### config.mk
export PLATFORM = sky130hd
export DESIGN_NAME = uart_modem_ctl
export DESIGN_NICKNAME = d
export VERILOG_FILES = /design/src/rtl/mdm_pkg.sv /design/src/rtl/mdm_sync.sv /design/src/rtl/mdm_status.sv /design/src/rtl/mdm_ctrl.sv /design/src/rtl/uart_modem_ctl.sv
export SDC_FILE = /design/constraint.sdc
export NUM_CORES = 1
export LEC_CHECK = 0
export CAP_MARGIN = 0
export CORE_MARGIN = 4
export CORE_UTILIZATION = 38
export CTS_CLUSTER_SIZE = 28
export DETAILED_ROUTE_END_ITERATION = 10
export DONT_BUFFER_PORTS = 1
export PLACE_DENSITY = 0.61
export RECOVER_POWER = 25
export SLEW_MARGIN = 20
export SYNTH_ARGS = -nofsm -noshare
export SYNTH_HDL_FRONTEND = slang
export SYNTH_HIERARCHICAL = 1
export SYNTH_SLANG_ARGS = --single-unit
### constraint.sdc
create_clock -name clk -period 2.8 [get_ports clk]
set_clock_uncertainty 0.2 [all_clocks]
set_input_delay 0.42 -clock clk [delete_from_list [all_inputs] [get_ports clk]]
set_output_delay 0.42 -clock clk [all_outputs]
set_load 0.03 [all_outputs]
### src/rtl/mdm_pkg.sv
package mdm_pkg;
  localparam int REG_W = 8;

  localparam logic [2:0] ADDR_IER = 3'd1;
  localparam logic [2:0] ADDR_MCR = 3'd4;
  localparam logic [2:0] ADDR_MSR = 3'd6;

  localparam int MCR_BITS = 5;
  localparam int IER_BITS = 4;
  localparam int MDM_LINES = 4;

  localparam int MCR_DTR  = 0;
  localparam int MCR_RTS  = 1;
  localparam int MCR_IRQE = 3;
  localparam int MCR_LOOP = 4;

  localparam int IER_RXA = 0;
  localparam int IER_TXS = 1;
  localparam int IER_RXE = 2;
  localparam int IER_MDM = 3;

  localparam int LN_CTS = 0;
  localparam int LN_DSR = 1;
  localparam int LN_RI  = 2;
  localparam int LN_DCD = 3;
endpackage

### src/rtl/mdm_sync.sv
module mdm_sync #(
  parameter int STAGES = 2,
  parameter int W      = 4,
  parameter logic [W-1:0] RST_VAL = '1
) (
  input  logic         clk,
  input  logic         rst,
  input  logic [W-1:0] d,
  output logic [W-1:0] q
);
  logic [W-1:0] chain [STAGES];

  always_ff @(posedge clk) begin
    if (rst) chain[0] <= RST_VAL;
    else     chain[0] <= d;
  end

  generate
    for (genvar s = 1; s < STAGES; s++) begin : g_stage
      always_ff @(posedge clk) begin
        if (rst) chain[s] <= RST_VAL;
        else     chain[s] <= chain[s-1];
      end
    end
  endgenerate

  assign q = chain[STAGES-1];
endmodule

### src/rtl/mdm_status.sv
module mdm_status
  import mdm_pkg::*;
#(
  parameter int SYNC_STAGES = 2
) (
  input  logic                 clk,
  input  logic                 rst,
  input  logic [MDM_LINES-1:0] lines_n,
  input  logic                 rd_clr,
  output logic [REG_W-1:0]     msr,
  output logic                 pend,
  output logic [MDM_LINES-1:0] chg,
  output logic                 ri_prev
);
  logic [MDM_LINES-1:0] lvl;
  logic [MDM_LINES-1:0] prev_q;
  logic [MDM_LINES-1:0] delta_q;

  mdm_sync #(.STAGES(SYNC_STAGES), .W(MDM_LINES), .RST_VAL('1)) u_sync (
    .clk(clk), .rst(rst), .d(lines_n), .q(lvl)
  );

  generate
    for (genvar i = 0; i < MDM_LINES; i++) begin : g_det
      if (i == LN_RI) begin : g_trail
        assign chg[i] = lvl[i] & ~prev_q[i];
      end else begin : g_any
        assign chg[i] = lvl[i] ^ prev_q[i];
      end
    end
  endgenerate

  always_ff @(posedge clk) begin
    if (rst) begin
      prev_q  <= '1;
      delta_q <= '0;
    end else begin
      prev_q  <= lvl;
      delta_q <= (rd_clr ? '0 : delta_q) | chg;
    end
  end

  assign msr     = {~lvl, delta_q};
  assign pend    = |delta_q;
  assign ri_prev = prev_q[LN_RI];
endmodule

### src/rtl/mdm_ctrl.sv
module mdm_ctrl
  import mdm_pkg::*;
(
  input  logic                clk,
  input  logic                rst,
  input  logic                wr_ier,
  input  logic                wr_mcr,
  input  logic [REG_W-1:0]    wdata,
  input  logic [2:0]          src_req,
  input  logic                msr_pend,
  input  logic                ser_tx_in,
  input  logic                ser_rx_pin,
  output logic [IER_BITS-1:0] ier_q,
  output logic [MCR_BITS-1:0] mcr_q,
  output logic                term_rdy_n,
  output logic                req_send_n,
  output logic                user_out,
  output logic                irq_drive_en,
  output logic                irq_level,
  output logic                ser_tx_pin,
  output logic                ser_rx_out
);
  logic [IER_BITS-1:0] req_vec;
  logic                irq_q, txp_q, rxo_q;

  always_ff @(posedge clk) begin
    if (rst) begin
      ier_q <= '0;
      mcr_q <= '0;
    end else begin
      if (wr_ier) ier_q <= wdata[IER_BITS-1:0];
      if (wr_mcr) mcr_q <= wdata[MCR_BITS-1:0];
    end
  end

  assign req_vec = {msr_pend, src_req[2], src_req[1], src_req[0]};

  always_ff @(posedge clk) begin
    if (rst) begin
      irq_q <= 1'b0;
      txp_q <= 1'b1;
      rxo_q <= 1'b1;
    end else begin
      irq_q <= |(req_vec & ier_q);
      txp_q <= mcr_q[MCR_LOOP] ? 1'b1 : ser_tx_in;
      rxo_q <= mcr_q[MCR_LOOP] ? ser_tx_in : ser_rx_pin;
    end
  end

  assign term_rdy_n   = ~mcr_q[MCR_DTR];
  assign req_send_n   = ~mcr_q[MCR_RTS];
  assign irq_drive_en = mcr_q[MCR_IRQE];
  assign user_out     = ~mcr_q[MCR_IRQE];
  assign irq_level    = irq_q;
  assign ser_tx_pin   = txp_q;
  assign ser_rx_out   = rxo_q;
endmodule

### src/rtl/uart_modem_ctl.sv
module uart_modem_ctl
  import mdm_pkg::*;
#(
  parameter int SYNC_STAGES = 2,
  parameter int ADDR_W      = 3
) (
  input  logic              clk,
  input  logic              rst,
  input  logic              reg_wr,
  input  logic              reg_rd,
  input  logic [ADDR_W-1:0] reg_addr,
  input  logic [REG_W-1:0]  reg_wdata,
  output logic [REG_W-1:0]  reg_rdata,
  input  logic              cts_n,
  input  logic              dsr_n,
  input  logic              ri_n,
  input  logic              dcd_n,
  output logic              term_rdy_n,
  output logic              req_send_n,
  output logic              user_out,
  output logic              irq_drive_en,
  output logic              irq_level,
  input  logic              rx_avail_req,
  input  logic              tx_space_req,
  input  logic              rx_error_req,
  input  logic              ser_tx_in,
  output logic              ser_tx_pin,
  input  logic              ser_rx_pin,
  output logic              ser_rx_out
);
  localparam logic [ADDR_W-1:0] A_IER = ADDR_W'(ADDR_IER);
  localparam logic [ADDR_W-1:0] A_MCR = ADDR_W'(ADDR_MCR);
  localparam logic [ADDR_W-1:0] A_MSR = ADDR_W'(ADDR_MSR);

  logic                 wr_ier, wr_mcr, rd_msr;
  logic [IER_BITS-1:0]  ier_q;
  logic [MCR_BITS-1:0]  mcr_q;
  logic [REG_W-1:0]     msr_q;
  logic                 msr_pend;
  logic [MDM_LINES-1:0] chg;
  logic                 ri_prev;
  logic [MDM_LINES-1:0] lines_n;
  logic [REG_W-1:0]     rdata_q;

  assign wr_ier = reg_wr && (reg_addr == A_IER);
  assign wr_mcr = reg_wr && (reg_addr == A_MCR);
  assign rd_msr = reg_rd && (reg_addr == A_MSR);

  always_comb begin
    lines_n         = '1;
    lines_n[LN_CTS] = cts_n;
    lines_n[LN_DSR] = dsr_n;
    lines_n[LN_RI]  = ri_n;
    lines_n[LN_DCD] = dcd_n;
  end

  mdm_status #(.SYNC_STAGES(SYNC_STAGES)) u_stat (
    .clk(clk), .rst(rst), .lines_n(lines_n), .rd_clr(rd_msr),
    .msr(msr_q), .pend(msr_pend), .chg(chg), .ri_prev(ri_prev)
  );

  mdm_ctrl u_ctrl (
    .clk(clk), .rst(rst), .wr_ier(wr_ier), .wr_mcr(wr_mcr),
    .wdata(reg_wdata),
    .src_req({rx_error_req, tx_space_req, rx_avail_req}),
    .msr_pend(msr_pend), .ser_tx_in(ser_tx_in), .ser_rx_pin(ser_rx_pin),
    .ier_q(ier_q), .mcr_q(mcr_q),
    .term_rdy_n(term_rdy_n), .req_send_n(req_send_n),
    .user_out(user_out), .irq_drive_en(irq_drive_en),
    .irq_level(irq_level), .ser_tx_pin(ser_tx_pin), .ser_rx_out(ser_rx_out)
  );

  always_ff @(posedge clk) begin
    if (rst) begin
      rdata_q <= '0;
    end else if (reg_rd) begin
      case (reg_addr)
        A_IER:   rdata_q <= REG_W'(ier_q);
        A_MCR:   rdata_q <= REG_W'(mcr_q);
        A_MSR:   rdata_q <= msr_q;
        default: rdata_q <= '0;
      endcase
    end
  end

  assign reg_rdata = rdata_q;
endmodule

Word level (Yosys, flattened, before mapping)
Memories as Yosys holds them, arrays and structs flattened.
Cells that the tools add are included.
{ "op_classes": {"n_eq_ne": 3, "muxes": 8, "n_bitwise": 13, "reduce_logical": 6} }
{ "op_table": {"columns": ["cell", "count"], "rows": [
  ["one-hot mux 8 bit (3 select lines)", 1],
  ["2-to-1 mux 4 bit", 3],
  ["OR reduction 4 bit", 2],
  ["== test 3 bit, second input constant", 2],
  ["bitwise AND 4 bit", 1],
  ["2-to-1 mux 1 bit", 4],
  ["NOT 1 bit", 4],
  ["NOT 4 bit", 1],
  ["bitwise OR 4 bit", 1],
  ["== test 3 x 1 -> 1 bit, second input constant", 1],
  ["logical AND 1 bit", 3],
  ["bitwise XOR 1 bit", 3],
  ["bitwise OR 1 bit", 2],
  ["OR reduction 2 bit", 1],
  ["bitwise AND 1 bit", 1]
]} }
{ "totals": {"register_bits": 28, "ramBits": 8, "in_bits": 24, "output_inout_bits": 15, "wordCells": 39, "n_memories": 1} }
{ "memory_table": {"columns": ["name", "depth", "word_bits", "read_ports", "rd_ports_with_merged_regs", "wr", "line", "rtl"], "rows": [
  ["u_stat.u_sync.chain", 2, 4, 2, 0, 2, "mdm_sync.sv:11", "logic [W-1:0] chain [STAGES];"]
]} }

Logic depth before layout (Yosys ltp)
Gate-level depths: netlist of the first run.
{ "logic_depth": {"depth_word": 4, "ltp_mapped": 5, "mapped_depth_nobuf": 4} }

Modules after synthesis
The synthesis of the first run kept the hierarchy.
{ "modules_own_cells": {"columns": ["module", "instances", "cells_each", "area_per_inst_um2", "seq_area_each_um2"], "rows": [
  ["mdm_ctrl", 1, 43, 444.2, 240.2],
  ["uart_modem_ctl", 1, 41, 401.6, 160.2],
  ["mdm_status", 1, 29, 307.8, 160.2],
  ["mdm_sync", 1, 16, 210.2, 160.2]
]} }

Least setup slack after synthesis of the first run
No wires, ideal clock.
{ "synth_path": {"kind": "input -> register", "from": "in reg_addr[1]", "to": "reg u_ctrl.mcr_q[3]", "setup_ns": 0.117, "arrival_time_ns": 1.216, "required_time_ns": 2.483, "setup_slack_ns": 1.267, "path_stages": 5, "n_path_buf": 2, "cell_sequence": "buf_4 > nor4bb_1 > buf_4 > mux2i_1 > nor2_1"} }
{ "synth_between": {"elab_chain_cells": 2} }
{ "synth_rtl": {"columns": ["element", "line", "rtl"], "rows": [
  ["start, declared", "uart_modem_ctl.sv:11", "input logic [ADDR_W-1:0] reg_addr,"],
  ["== test 3 bit", "uart_modem_ctl.sv:46", "assign wr_mcr = reg_wr && (reg_addr == A_MCR);"],
  ["logical AND 1 bit", "uart_modem_ctl.sv:46", null],
  ["via wr_mcr", "uart_modem_ctl.sv:35", "logic wr_ier, wr_mcr, rd_msr;"],
  ["end signal, assigned", "mdm_ctrl.sv:32", "if (wr_mcr) mcr_q <= wdata[MCR_BITS-1:0];"],
  ["end, declared", "mdm_ctrl.sv:14", "output logic [MCR_BITS-1:0] mcr_q,"]
]} }
The timed path passes the listed nets, and every way through them passes these cells.
A chain may end at the register's enable or synchronous reset.

Worst setup path in the final report of the first run
{ "layout_path": {"from": "reg u_ctrl.mcr_q[3]", "to": "out user_out"} }
{ "layout_between": {"elab_chain_cells": 1} }
{ "layout_rtl": {"columns": ["element", "line", "rtl"], "rows": [
  ["NOT 1 bit", "mdm_ctrl.sv:53", "assign user_out = ~mcr_q[MCR_IRQE];"],
  ["end, declared", "uart_modem_ctl.sv:20", "output logic user_out,"]
]} }
No other way between the ends.

==> impl_metrics.yaml, run 1 <==
status:
  run_status: "finished clean"
setup_path:
  r2r.worst_path.cells: 3
  arrival_time_at_the_worst_endpoint_ns: 1.14
  timing.setup.critical_path_class: "reg -> out"
  worst_r2r_endpoint: "u_ctrl/irq_level"
  critPathLaunchType: "register"
  cp_slowest_cell: "sky130_fd_sc_hd__dfxtp_1"
  worstPathBufferInverterCount: 1
  r2r_setup_slack_ns: 1.35
  timing.critical_path.cells: "inv_1"
  timing.rr.start: "u_stat/delta_q[2]"
  path_max_fanout: 4
  crit_path_max_cell_delay_ns: 0.57
  worst-endpoint-required_ns: 2.18
  critical_path.top_delay_family: "flip-flops"
  worstSetupEndpointType: "primary output"
cells_and_area:
  sequential_cell_area_um2: 721
  final_cell_mix: "sky130_fd_sc_hd__dfxtp_1, sky130_fd_sc_hd__nor2_1, sky130_fd_sc_hd__mux2i_1"
  area_of_the_multi_input_gates_um2: 582
  areaGrowthSynthToFinish_pct: 12.8
  antenna_cell_count: 0
  drive_above_1_share_pct: 11.4
  layout.cells.most_common: "sky130_fd_sc_hd__dfxtp_1"
  n_fill_cell: 346
  final_net_count: 163
timing:
  finalCriticalPeriod_ns: 1.76
  setup_ws_ns: 1.04
  finalCritPeriodShare_pct: 63.0
  tns_ns: 0
  max-slew-margin-rel_pct: 42.2
  fmaxAchievable_mhz: 567
  finalSetupViolations: 0
  worst_pin_slew_ns: 0.864
  rsz0062_at_grt: "false"
  final_max_slew_viol_count: 0
  timing_hold_violations_final: 0
drt:
  post-route-drc-count: 0
  detail-route-antenna-nets: 0
  route.detailed.vias_per_inst: 4.85
  drt_wl_total_um: 2510
  routed_wire_length_per_instance_um: 13.5
  via_count: 903
  first_drt_pass_iteration_count: 4
  initialDrtViolationCount: 33
synth:
  synth.avg_cell_area_um2: 10.6
  synth_largest_area_cell: "sky130_fd_sc_hd__dfxtp_1"
  ys_async_sr_fraction_pct: 0
  post_synth_num_cell_types: 26
  synth_enable_flop_cells: 0
  synth.yosys.warnings: 6
  syn-instance-count: 129
  syn-num-nets: 153
  yosysTopAreaCellShare_pct: 52.8
  synth_area_leaders: "sky130_fd_sc_hd__dfxtp_1, sky130_fd_sc_hd__mux2i_1, sky130_fd_sc_hd__nor2_1"
  synth_area_mm2: 0.00136
  ys_seq_area_share_pct: 52.8
  number_of_register_bits_inferred_by_synthesis: 36
  synth-main-ff-cell: "sky130_fd_sc_hd__dfxtp_1"
pwr:
  combinationalPowerShare_pct: 5.3
  irDropWorstVdd_uv: 379
  share_clk_of_total_power_pct: 36.9
  power.total_uw: 942
  seq_power_share_pct: 57.7
  switching_share_of_power_pct: 20.9
  power.net_switching_uw: 197
  total_power_per_unit_cell_area_mw_per_mm2: 613
  total_leakage_power_uw: 0.000616
  power_report.internal_total_uw: 745
worst_hold_path:
  hold_end: "u_ctrl/ier_q[1]"
  hp_class: "in -> reg"
  worstHoldStart: "reg_wdata[1]"
  timing.hold.worst_path_depth: 2
cts:
  numCtsBuffers: 5
  tritoncts: "built"
  num_clock_sinks: 36
  ctsLongestPathBuffers: 2
  cts.root.buffer_cell: "sky130_fd_sc_hd__clkbuf_4"
  clkTransAtPathRegs_ns: 0.10
  cts_max_level: 2
  post_cts.repair.setup_buffers: 0
  worstSkewPairLatency_ns: 0.33
grt:
  grt_first_pass_wirelength_um: 3940
  grt_most_used_layer: "met2"
  met3_usage_pct: 4.76
  globalRouteOverflowTotal: 0
  grt_util_all_layers_pct: 12.1
  gr-usage-met2_pct: 19.1
  pin_count_of_the_biggest_net_entering_global_routing: 29
  grt_pass1_vias: 826
  grt_antenna_before_repair: 0
  met1_usage_pct: 13.4
floorplanning:
  placeableCoreArea_mm2: 0.00339
  floorplan.die.height_um: 67.9
  die_width_um: 67.9
  top_level_ports: 39
  initial_utilization_pct: 40.2
  dieArea_mm2: 0.00461
  placementRows: 21
placed_design:
  place.port_buffers: 0
  dp_slack_ns: 1.36
  place.detailed.hpwl_um: 1750
  last_weighted_congestion_value_of_the_routability_driven_placer: 0.736
run:
  drv_cap: 0
cells in the mapped netlist (2+ instances only):
library cell                instances
sky130_fd_sc_hd__o21ba_1            3
sky130_fd_sc_hd__or2_1              8
sky130_fd_sc_hd__a22oi_1            2
sky130_fd_sc_hd__or2_2              4
sky130_fd_sc_hd__nor4bb_1           2
sky130_fd_sc_hd__mux2i_1           13
sky130_fd_sc_hd__a221o_1            4
sky130_fd_sc_hd__xor2_1             3
sky130_fd_sc_hd__a21oi_1            5
sky130_fd_sc_hd__inv_1              7
sky130_fd_sc_hd__nor2_1            17
sky130_fd_sc_hd__buf_4              4
sky130_fd_sc_hd__dfxtp_1           36
sky130_fd_sc_hd__nor2b_1            8
sky130_fd_sc_hd__nand4bb_1          2
registers in the layout, summed over array words and instances, names as in the netlist:
| signal | cells |
|---|---|
| reg_rdata | 8 |
| u_stat/u_sync/chain | 8 |
| u_ctrl/mcr_q | 5 |
| u_ctrl/ier_q | 4 |
| u_stat/delta_q | 4 |
| u_stat/prev_q | 4 |
| u_ctrl/irq_level | 1 |
| u_ctrl/ser_rx_out | 1 |
| u_ctrl/ser_tx_pin | 1 |
through the flow:
stage	std cells	util, %	hold WS (ns)	cell area, µm²
final	186	45.4	0.0344	1540
after CTS	186	45.4	0.0228	1540
after floorplan	129	-	0.183	1360
after global placement	172	41.3	0.188	1400
after detailed placement	172	41.3	0.189	1400
after global routing	186	45.4	0.0128	1540
worst max-delay path by stage:
stage / start / to / slack [ns] / cells after the start
5_1_grt: u_ctrl/mcr_q[3] / user_out / 0.97 / 1
2_1_floorplan: reg_addr[1] / u_ctrl/mcr_q[3] / 1.27 / 5
6_report: u_ctrl/mcr_q[3] / user_out / 1.04 / 1
4_1_cts: u_ctrl/mcr_q[3] / user_out / 1.01 / 1
3_3_place_gp: u_ctrl/mcr_q[3] / user_out / 1.38 / 1
3_5_place_dp: reg_addr[0] / u_ctrl/mcr_q[3] / 1.36 / 4
power by group through the flow:
stage	Combinational, µW	Sequential, µW	Clock (µW)
floorplan	40.7	553	0
global placement	38.3	556	0
detailed placement	39.0	556	0
CTS	50.9	544	361
global route	56.4	547	385
finish	50.3	544	348
routing by layer:
layer | vias up | part of all wire [%]
met5 | - | 0
met4 | 0 | 2.9
met3 | 8 | 8.6
met2 | 31 | 47
met1 | 404 | 41
li1 | 460 | -
kinds of logic (layout without fill, tap and decap cells):
logic type | count (synthesis) | count (layout) | share of synthesized area (%)
mux | 14 | 14 | 10.4
buf+inv | 12 | 23 | 4.50
flops | 36 | 36 | 52.8
xor+xnor | 3 | 3 | 1.93
compound gates | 16 | 16 | 9.45
simple gates | 48 | 48 | 20.9
cell type report:
class,count,area share [%]
Sequential cell,36,46.9
Clock buffer,6,2.69
Inverter,7,1.71
Multi-Input combinational cell,81,37.8
Timing Repair Buffer,8,4.88
Clock inverter,2,2.28
Tap cell,46,3.74
timing repair:
| item | CTS | global route |
|---|---|---|
| hold buffers | 6 | 0 |
| endpoints found under the hold margin | 28 | 0 |
| resized for setup | 0 | 0 |
No activity file was read; power rests on OpenSTA's default activity.
==> inputs of run 2 (changes only) <==
- ABC_AREA: default -> 1
- PLACE_DENSITY: 0.61 -> 0.63
- clock period: 2.8 -> 1.5 ns (I/O delays scaled with it)
==> run 2 against run 1 <==
Net effect: first-iteration DRC count grew to 3.4 times the previous value; sequential power is 88% higher; highest routed layer unchanged; largest power group unchanged; sequential share of layout area is 8.8 points lower; global-route usage is 2.1 points higher; power is 110% higher; die area is 3.4% higher; clock power is 140% higher; largest cell class unchanged.
==> impl_metrics.yaml, run 2 <==
timing:
  timing_hold_violations_final: 0
  tns_ns: 0
  finalSetupViolations: 0
  finalCritPeriodShare_pct: 95.3
  rsz0062_at_grt: "false"
  finalCriticalPeriod_ns: 1.43
  fmaxAchievable_mhz: 700
  worst_pin_slew_ns: 0.423
  setup_ws_ns: 0.0712
  max-slew-margin-rel_pct: 71.7
  final_max_slew_viol_count: 0
drt:
  drt_wl_total_um: 3190
  initialDrtViolationCount: 111
  via_count: 1282
  post-route-drc-count: 0
  route.detailed.vias_per_inst: 4.66
  detail-route-antenna-nets: 0
  routed_wire_length_per_instance_um: 11.6
  first_drt_pass_iteration_count: 4
placed_design:
  place.port_buffers: 0
  dp_slack_ns: 0.240
  place.detailed.hpwl_um: 2040
  post_dp_cell_area_mm2: 0.00148
  last_weighted_congestion_value_of_the_routability_driven_placer: 0.779
status:
  run_status: "finished clean"
grt:
  grt_util_all_layers_pct: 14.2
  grt_antenna_before_repair: 0
  grt_pass1_vias: 1212
  globalRouteOverflowTotal: 0
  pin_count_of_the_biggest_net_entering_global_routing: 14
  grt_first_pass_wirelength_um: 5570
floorplanning:
  top_level_ports: 39
  dieArea_mm2: 0.00477
  floorplan.die.height_um: 69.1
  placeableCoreArea_mm2: 0.00347
  die_width_um: 69.1
  placementRows: 21
  initial_utilization_pct: 40.8
pwr:
  irDropWorstVdd_uv: 670
  total_leakage_power_uw: 0.000883
  total_power_per_unit_cell_area_mw_per_mm2: 1070
cells_and_area:
  final_core_utilization_pct: 54.6
  final_net_count: 252
  fin_area_mm2: 0.00189
  drive_above_1_share_pct: 12.2
  n_fill_cell: 344
  antenna_cell_count: 0
  areaGrowthSynthToFinish_pct: 33.7
  final_cell_mix: "sky130_fd_sc_hd__nand2_1, sky130_fd_sc_hd__dfxtp_1, sky130_fd_sc_hd__dlygate4sd3_1"
  layout.cells.most_common: "sky130_fd_sc_hd__nand2_1"
setup_path:
  crit_path_frequent_cell: "sky130_fd_sc_hd__dlygate4sd3_1"
  crit_path_max_cell_delay_ns: 0.54
  worstSetupEndpointType: "register"
  cp_slowest_cell: "sky130_fd_sc_hd__dlygate4sd3_1"
  path_max_fanout: 1
  worst-endpoint-required_ns: 1.48
  timing.critical_path.cells: "dlygate4sd3_1, inv_1, nand2_1, dlygate4sd3_1"
  critPathLaunchType: "primary input"
  arrival_time_at_the_worst_endpoint_ns: 1.41
  timing.setup.critical_path_class: "in -> reg"
cts:
  numCtsBuffers: 5
  tritoncts: "built"
  ctsLongestPathBuffers: 2
  cts.root.buffer_cell: "sky130_fd_sc_hd__clkbuf_8"
  clkTransAtPathRegs_ns: 0.07
  worstSkewPairLatency_ns: 0.28
  num_clock_sinks: 36
  cts_max_level: 2
synth:
  synth.yosys.warnings: 6
  syn-instance-count: 191
  synth_area_mm2: 0.00142
  synth.avg_cell_area_um2: 7.42
  syn-num-nets: 215
worst_hold_path:
  hp_class: "in -> reg"
run:
  drv_cap: 0
## run 2: power by group
part / switching [µW] / internal (µW) / total (µW)
clock: 327 / 493 / 820
combinational: 86.6 / 88.4 / 175
sequential: 32.2 / 990 / 1020
total: 446 / 1570 / 2020
## run 2: worst paths after layout
| path | startpoint | cells past startpoint | slack (ns) | to |
|---|---|---|---|---|
| worst min-delay path | reg_addr[2] | 4 | 0.03 | reg_rdata[4] |
| worst max-delay path | ri_n | 4 | 0.07 | u_stat/u_sync/chain[0][2] |
| worst min register to register | u_stat/u_sync/chain[0][2] | 2 | 0.20 | u_stat/u_sync/chain[1][2] |
| worst max register to register | u_stat/u_sync/chain[1][1] | 5 | 0.08 | u_stat/delta_q[1] |
## run 2: critical path, delay by kind of cell
family | cells | cell delay [ns]
simple gates | 1 | 0.04
buf+inv | 3 | 1.14
## run 2: metal layers
metal  share of wire (%)  GRT usage (%)  vias to the layer above
met3                 6.0           4.94                        7
li1                    -              -                      673
met5                   0              0                        -
met4                 1.7           6.07                        0
met1                  45           17.2                      567
met2                  47           22.8                       35
## run 2: per-stage QoR
step / cells / power [µW] / hold WS [ns]
after detailed placement: 236 / 1150 / 0.0943
after global routing: 275 / 2110 / 0.0402
after CTS: 275 / 2040 / 0.0135
after global placement: 236 / 1140 / 0.0918
final: 275 / 2020 / 0.0276
after floorplan: 191 / 1130 / 0.0874
## run 2: timing repair
item                                    4_1_cts  5_1_grt
endpoints found under the hold margin        36        1
hold buffers                                 31        1
resized for setup                             0        0
endpoints found under the setup margin        0        1
buffers inserted                              0        0
## run 2: layout make-up
type                       count  area (µm²)  share of cell area, %
multi-input combinational    120         558                   29.5
sequential                    36         721                   38.1
inverter                      31         116                   6.15
timing repair buffer          34         333                   17.6
clock inverter                 2        35.0                   1.85
tap                           46        57.6                   3.04
clock buffer                   6        72.6                   3.83
